===== config.mk =====
export PLATFORM = sky130hd
export DESIGN_NAME = dbgpio_top
export DESIGN_NICKNAME = d
export VERILOG_FILES = /design/src/rtl/dbgpio_pkg.sv /design/src/rtl/dbgpio_sync.sv /design/src/rtl/dbgpio_regs.sv /design/src/rtl/dbgpio_state_pat.sv /design/src/rtl/dbgpio_pinmux.sv /design/src/rtl/dbgpio_top.sv
export SDC_FILE = /design/constraint.sdc
export NUM_CORES = 1
export LEC_CHECK = 0
export BUFFER_PORTS_ARGS = -buffer_cell sky130_fd_sc_hd__buf_2
export CORE_MARGIN = 4
export CORE_UTILIZATION = 60
export CTS_CLUSTER_DIAMETER = 150
export DETAILED_ROUTE_END_ITERATION = 7
export PLACE_DENSITY = 0.82
export SYNTH_ARGS = -nofsm -noshare
export SYNTH_HDL_FRONTEND = slang
export SYNTH_SLANG_ARGS = --single-unit

===== constraint.sdc =====
create_clock -name clk -period 5.4 [get_ports clk]
set_clock_uncertainty 0.15 [all_clocks]
set_input_delay 1.08 -clock clk [delete_from_list [all_inputs] [get_ports clk]]
set_output_delay 1.08 -clock clk [all_outputs]
set_load 0.1 [all_outputs]

===== src/rtl/dbgpio_pkg.sv =====
package dbgpio_pkg;
    parameter int BANK_W     = 16;
    parameter int SEL_W      = 2;
    parameter int NUM_STATES = 4;
    parameter int ADDR_W     = 4;

    localparam int PIN_W    = 2 * BANK_W;
    localparam int SELREG_W = BANK_W * SEL_W;
    localparam int STIDX_W  = $clog2(NUM_STATES);

    // word addresses
    localparam int ADR_DATA   = 0;
    localparam int ADR_DIR    = 1;
    localparam int ADR_SEL_TX = 2;
    localparam int ADR_SEL_RX = 3;
    localparam int ADR_PAT0   = 4;
    localparam int ADR_LAST   = ADR_PAT0 + NUM_STATES - 1;

    typedef enum logic [SEL_W-1:0] {
        SRC_SW   = 2'd0,
        SRC_AUTO = 2'd1,
        SRC_DBG0 = 2'd2,
        SRC_DBG1 = 2'd3
    } src_e;

    typedef enum logic [STIDX_W-1:0] {
        ST_IDLE   = 2'd0,
        ST_TXONLY = 2'd1,
        ST_RXONLY = 2'd2,
        ST_DUPLEX = 2'd3
    } radio_st_e;

    typedef struct packed {
        logic [PIN_W-1:0]                  data;
        logic [PIN_W-1:0]                  dir;
        logic [SELREG_W-1:0]               sel_tx;
        logic [SELREG_W-1:0]               sel_rx;
        logic [NUM_STATES-1:0][PIN_W-1:0]  pat;
    } cfg_t;
endpackage


===== src/rtl/dbgpio_sync.sv =====
module dbgpio_sync
    import dbgpio_pkg::*;
(
    input  logic             clk,
    input  logic             rst_n,
    input  logic [PIN_W-1:0] pin_in,
    output logic [PIN_W-1:0] pin_sync
);
    typedef struct packed {
        logic [PIN_W-1:0] meta;
        logic [PIN_W-1:0] stable;
    } sync_t;

    sync_t s_d, s_q;

    always_comb begin
        s_d        = s_q;
        s_d.meta   = pin_in;
        s_d.stable = s_q.meta;
    end

    always_ff @(posedge clk) begin
        if (!rst_n) s_q <= '0;
        else        s_q <= s_d;
    end

    assign pin_sync = s_q.stable;

    // the synchronized level is the input of two edges earlier
    p_sync_two_stage_r8: assert property (@(posedge clk) disable iff (!rst_n)
        $past(rst_n, 2) |-> pin_sync == $past(pin_in, 2));
endmodule


===== src/rtl/dbgpio_regs.sv =====
module dbgpio_regs
    import dbgpio_pkg::*;
(
    input  logic              clk,
    input  logic              rst_n,
    input  logic              wr_en,
    input  logic              rd_en,
    input  logic [ADDR_W-1:0] addr,
    input  logic [PIN_W-1:0]  wdata,
    input  logic [PIN_W-1:0]  pin_sync,
    output logic [PIN_W-1:0]  rdata,
    output cfg_t              cfg
);
    typedef struct packed {
        cfg_t             cfg;
        logic [PIN_W-1:0] rdata;
    } regs_t;

    regs_t s_d, s_q;

    logic               in_pat;
    logic [ADDR_W-1:0]  pat_off;
    logic [STIDX_W-1:0] pat_idx;

    always_comb begin
        in_pat  = (int'(addr) >= ADR_PAT0) && (int'(addr) <= ADR_LAST);
        pat_off = addr - ADDR_W'(ADR_PAT0);
        pat_idx = pat_off[STIDX_W-1:0];
    end

    always_comb begin
        s_d = s_q;
        if (wr_en) begin
            if (int'(addr) == ADR_DATA)        s_d.cfg.data   = wdata;
            else if (int'(addr) == ADR_DIR)    s_d.cfg.dir    = wdata;
            else if (int'(addr) == ADR_SEL_TX) s_d.cfg.sel_tx = wdata[SELREG_W-1:0];
            else if (int'(addr) == ADR_SEL_RX) s_d.cfg.sel_rx = wdata[SELREG_W-1:0];
            else if (in_pat)                   s_d.cfg.pat[pat_idx] = wdata;
        end
        if (rd_en) begin
            if (int'(addr) == ADR_DATA)        s_d.rdata = pin_sync;
            else if (int'(addr) == ADR_DIR)    s_d.rdata = s_q.cfg.dir;
            else if (int'(addr) == ADR_SEL_TX) s_d.rdata = PIN_W'(s_q.cfg.sel_tx);
            else if (int'(addr) == ADR_SEL_RX) s_d.rdata = PIN_W'(s_q.cfg.sel_rx);
            else if (in_pat)                   s_d.rdata = s_q.cfg.pat[pat_idx];
            else                               s_d.rdata = '0;
        end
    end

    always_ff @(posedge clk) begin
        if (!rst_n) s_q <= '0;
        else        s_q <= s_d;
    end

    assign rdata = s_q.rdata;
    assign cfg   = s_q.cfg;

    // a write to the data word lands on the next edge
    p_data_write_r2: assert property (@(posedge clk) disable iff (!rst_n)
        (wr_en && int'(addr) == ADR_DATA) |=> cfg.data == $past(wdata));

    // writes outside the map leave every register untouched
    p_bad_addr_ignored_r9: assert property (@(posedge clk) disable iff (!rst_n)
        (wr_en && int'(addr) > ADR_LAST) |=> $stable(cfg));
endmodule


===== src/rtl/dbgpio_state_pat.sv =====
module dbgpio_state_pat
    import dbgpio_pkg::*;
(
    input  logic                             tx_active,
    input  logic                             rx_active,
    input  logic [NUM_STATES-1:0][PIN_W-1:0] pat,
    output logic [PIN_W-1:0]                 pat_now
);
    radio_st_e st;

    always_comb begin
        unique case ({tx_active, rx_active})
            2'b10:   st = ST_TXONLY;
            2'b01:   st = ST_RXONLY;
            2'b11:   st = ST_DUPLEX;
            default: st = ST_IDLE;
        endcase
        pat_now = pat[st];
    end
endmodule


===== src/rtl/dbgpio_pinmux.sv =====
module dbgpio_pinmux
    import dbgpio_pkg::*;
(
    input  cfg_t             cfg,
    input  logic [PIN_W-1:0] pat_now,
    input  logic [PIN_W-1:0] dbg0,
    input  logic [PIN_W-1:0] dbg1,
    output logic [PIN_W-1:0] out_d,
    output logic [PIN_W-1:0] oe_d
);
    for (genvar g = 0; g < PIN_W; g++) begin : g_pin
        logic [SEL_W-1:0] field;
        logic             lvl;

        if (g >= BANK_W) begin : g_tx
            assign field = cfg.sel_tx[(g-BANK_W)*SEL_W +: SEL_W];
        end else begin : g_rx
            assign field = cfg.sel_rx[g*SEL_W +: SEL_W];
        end

        always_comb begin
            unique case (src_e'(field))
                SRC_SW:   lvl = cfg.data[g];
                SRC_AUTO: lvl = pat_now[g];
                SRC_DBG0: lvl = dbg0[g];
                default:  lvl = dbg1[g];
            endcase
        end

        // a pin that is not an output keeps its level low
        assign out_d[g] = cfg.dir[g] & lvl;
        assign oe_d[g]  = cfg.dir[g];
    end
endmodule


===== src/rtl/dbgpio_top.sv =====
module dbgpio_top
    import dbgpio_pkg::*;
(
    input  logic              clk,
    input  logic              rst_n,
    input  logic              bus_wr,
    input  logic              bus_rd,
    input  logic [ADDR_W-1:0] bus_addr,
    input  logic [PIN_W-1:0]  bus_wdata,
    output logic [PIN_W-1:0]  bus_rdata,
    input  logic              tx_active,
    input  logic              rx_active,
    input  logic [PIN_W-1:0]  dbg0,
    input  logic [PIN_W-1:0]  dbg1,
    input  logic [PIN_W-1:0]  pin_in,
    output logic [PIN_W-1:0]  pin_out,
    output logic [PIN_W-1:0]  pin_oe
);
    typedef struct packed {
        logic [PIN_W-1:0] out;
        logic [PIN_W-1:0] oe;
    } drv_t;

    logic [PIN_W-1:0] pin_sync;
    logic [PIN_W-1:0] pat_now;
    logic [PIN_W-1:0] out_d;
    logic [PIN_W-1:0] oe_d;
    cfg_t             cfg;
    drv_t             drv_d, drv_q;

    dbgpio_sync u_sync (
        .clk      (clk),
        .rst_n    (rst_n),
        .pin_in   (pin_in),
        .pin_sync (pin_sync)
    );

    dbgpio_regs u_regs (
        .clk      (clk),
        .rst_n    (rst_n),
        .wr_en    (bus_wr),
        .rd_en    (bus_rd),
        .addr     (bus_addr),
        .wdata    (bus_wdata),
        .pin_sync (pin_sync),
        .rdata    (bus_rdata),
        .cfg      (cfg)
    );

    dbgpio_state_pat u_pat (
        .tx_active (tx_active),
        .rx_active (rx_active),
        .pat       (cfg.pat),
        .pat_now   (pat_now)
    );

    dbgpio_pinmux u_mux (
        .cfg     (cfg),
        .pat_now (pat_now),
        .dbg0    (dbg0),
        .dbg1    (dbg1),
        .out_d   (out_d),
        .oe_d    (oe_d)
    );

    always_comb begin
        drv_d     = drv_q;
        drv_d.out = out_d;
        drv_d.oe  = oe_d;
    end

    always_ff @(posedge clk) begin
        if (!rst_n) drv_q <= '0;
        else        drv_q <= drv_d;
    end

    assign pin_out = drv_q.out;
    assign pin_oe  = drv_q.oe;

    // output enables follow the stored direction word one edge later
    p_oe_follows_dir_r3: assert property (@(posedge clk) disable iff (!rst_n)
        $past(rst_n) |-> pin_oe == $past(cfg.dir));

    // pins that are not outputs never show a high level
    p_inputs_quiet_r10: assert property (@(posedge clk) disable iff (!rst_n)
        (pin_out & ~pin_oe) == '0);
endmodule


==> out/qor.yml <==
timing:
  grt_setup_unrepaired: "no"
  worst_pin_slew_ps: 1070
  setup_violations: 0
  slew_viol_final: 0
  hold_viol_final: 0
  min_period_ps: 3300
  slew_headroom: 0.286
  period_share: 0.611
  fin_setup_tns_ps: 0
  hold_slack_ps: 270
  max_freq_mhz: 303
  setup_ws_ps: 2100
drt:
  wl_met1_mm: 20.5
  finalWirelength_mm: 54.6
  highest_layer: "met4"
  met3WireLength_mm: 6.44
  avgRoutedWirePerCell_um: 22.3
  post_drt_via_cell_ratio: 6.10
  ant_nets: 0
  via_count: 14900
  drt_iter0_markers: 1726
  drcViolationCount: 0
  firstDrtPassIters: 5
  wl_met2_mm: 24.6
global_routing:
  grt_pass1_wl_mm: 83.4
  groute.usage.overall: 0.320
  antenna_found_initial: 0
  overflow: 0
  grt_max_degree: 139
  grt_pass1_vias: 14800
place:
  hpwl_mm: 34.5
  dp_slack_ps: 1660
  port_buffers: 233
  place_congestion: 0.867
setup_path:
  worst-endpoint-required_ps: 5700
  startpoint_type: "input pin"
  cp_slowest_cell: "nand2_1"
  end_kind: "register"
  cp_max_fo: 76
  crit_chain: "buf_6, nor2b_1, nand2_1, buf_4, o22ai_1, o31ai_1"
  arrival_ps: 3590
  criticalPathCategory: "input pin to register"
  crit_path_max_incr_delay_ps: 700
floorplanning:
  fp.dieH_um: 181
  die_w_um: 181
  io_pins: 234
  core_um2: 29000
  rows: 62
  dieArea_um2: 32600
  start_util: 0.616
cts:
  clk_pin_slew_worst_paths_ps: 60
  clock_latency_ps: 550
  cts.sinks: 416
  cts-root-buf: "clkbuf_16"
  cts_tree: "built"
  cts_made_buffers: 43
  cts_resized: 0
  cts_setup_buffers: 0
  htree_num_levels: 2
  clk_path_buf_depth: 3
  hold_buffers: 0
power:
  p_leak_nw: 7.90
  total_power_w: 0.00677
  vdd_drop_max_mv: 0.296
  powerDensity_nw_per_um2: 332
finish:
  nets: 2166
  synthToLayoutAreaGrowth_pct: 14.0
  antennaDiodeCount: 0
  drive_gt1_frac: 0.212
  num-fill-cells: 2171
  utilization: 0.702
logic_synthesis:
  avgSynthCellArea_um2: 9.39
  synth-edff-count: 0
  synth_top_area_frac: 0.466
  yosysUniqueCellTypes: 31
  ys_seq_area_frac: 0.466
  synth_area_um2: 17900
  synth-async-reset-ratio: 0
  synth_nets: 2040
  synth_area_leaders: "dfxtp_1 (47%), nand2_1 (12%), a21boi_0 (8.8%)"
  yosys_warnings: 0
  synth_top_area_cell: "dfxtp_1"
  synth_ff_type: "dfxtp_1"
  ys_ff_latch: 416
  netlist_instances: 1902
min_path:
  min_path_type: "register to register"
status:
  status: "finished clean"
job:
  maxCapViolCount: 0
[sequential cells by signal (all words and copies together) (netlist names)]
name	flops
pin_oe	32
pin_out	32
u_regs.cfg	256
u_regs.rdata	32
u_sync.pin_sync	32
u_sync.s_d	32
[cell type report]
class / instances / area [um2] / share of cell area
Multi-Input combinational cell: 1308 / 8660 / 0.425
Sequential cell: 416 / 8330 / 0.409
Timing Repair Buffer: 259 / 1390 / 0.0681
Clock buffer: 60 / 1250 / 0.0614
Tap cell: 384 / 480 / 0.0236
Clock inverter: 19 / 260 / 0.0128
[kinds of logic (layout without fill, tap and decap cells)]
kind of cell,Yosys count,in the layout,share of synthesized area
flip-flops,416,416,0.466
buffers and inverters,178,338,0.0504
multiplexers,192,192,0.155
AND/OR/NAND/NOR,732,732,0.176
AO/OA/AOI/OAI,384,384,0.152
[power by group]
group	total [W]	switching (W)	internal [W]
clock network	0.00314	0.00124	0.00191
logic	0.000470	0.000304	0.000166
registers	0.00316	0.0000349	0.00312
[Yosys cell counts (3+ instances only)]
cell and instances:
a21boi_1 46, o31ai_1 32, clkbuf_1 100, nand2_1 581
nor2b_1 3, buf_2 40, nor2_1 3, mux4_2 61
a21oi_1 32, mux2_2 32, buf_4 33, a21boi_0 210
dfxtp_1 416, o22ai_1 64, mux4_1 3, and2_1 130
mux2i_1 96, nand3b_1 3
[metal layers]
layer / up-vias / track usage
li1: 6688 / -
met1: 7062 / 0.404
met2: 967 / 0.502
met3: 210 / 0.0878
met4: 0 / 0.175
met5: - / 0
[critical path: cells and delay by family]
| family | cells | cell delay [ps] |
|---|---|---|
| simple gates | 2 | 930 |
| buf+inv | 2 | 1060 |
| compound gates | 2 | 440 |
[path summary, 6_finish.rpt]
| check | slack, ps | to | from | depth (start not counted) |
|---|---|---|---|---|
| min | 270 | u_sync.pin_sync[17] | u_sync.s_d[17] | 1 |
| max | 2100 | u_regs.rdata[23] | bus_addr[1] | 6 |
| min reg2reg | 270 | u_sync.pin_sync[17] | u_sync.s_d[17] | 1 |
| max reg2reg | 3600 | pin_out[18] | u_regs.cfg[114] | 3 |
[placed cells by master, fill, tap and decap left out, types with 4 or more instances in the layout]
master / Yosys / layout
nand2_1: 581 / 579
dfxtp_1: 416 / 416
buf_2: 40 / 231
a21boi_0: 210 / 210
and2_1: 130 / 130
mux2i_1: 96 / 96
o22ai_1: 64 / 64
mux4_2: 61 / 61
a21boi_1: 46 / 46
clkbuf_16: 0 / 43
a21oi_1: 32 / 32
mux2_2: 32 / 32
o31ai_1: 32 / 32
buf_4: 33 / 25
clkbuf_8: 0 / 11
clkinv_2: 0 / 9
bufinv_16: 0 / 6
clkbuf_1: 100 / 6
inv_6: 0 / 4
[metrics by stage]
| step | cell area (um2) | instances |
|---|---|---|
| final | 20400 | 2446 |
| after global routing | 20400 | 2446 |
| after CTS | 20400 | 2446 |
| after detailed placement | 18900 | 2367 |
| after global placement | 18900 | 2367 |
| after floorplan | 17900 | 1902 |
No activity file was read; power rests on OpenSTA's default activity.
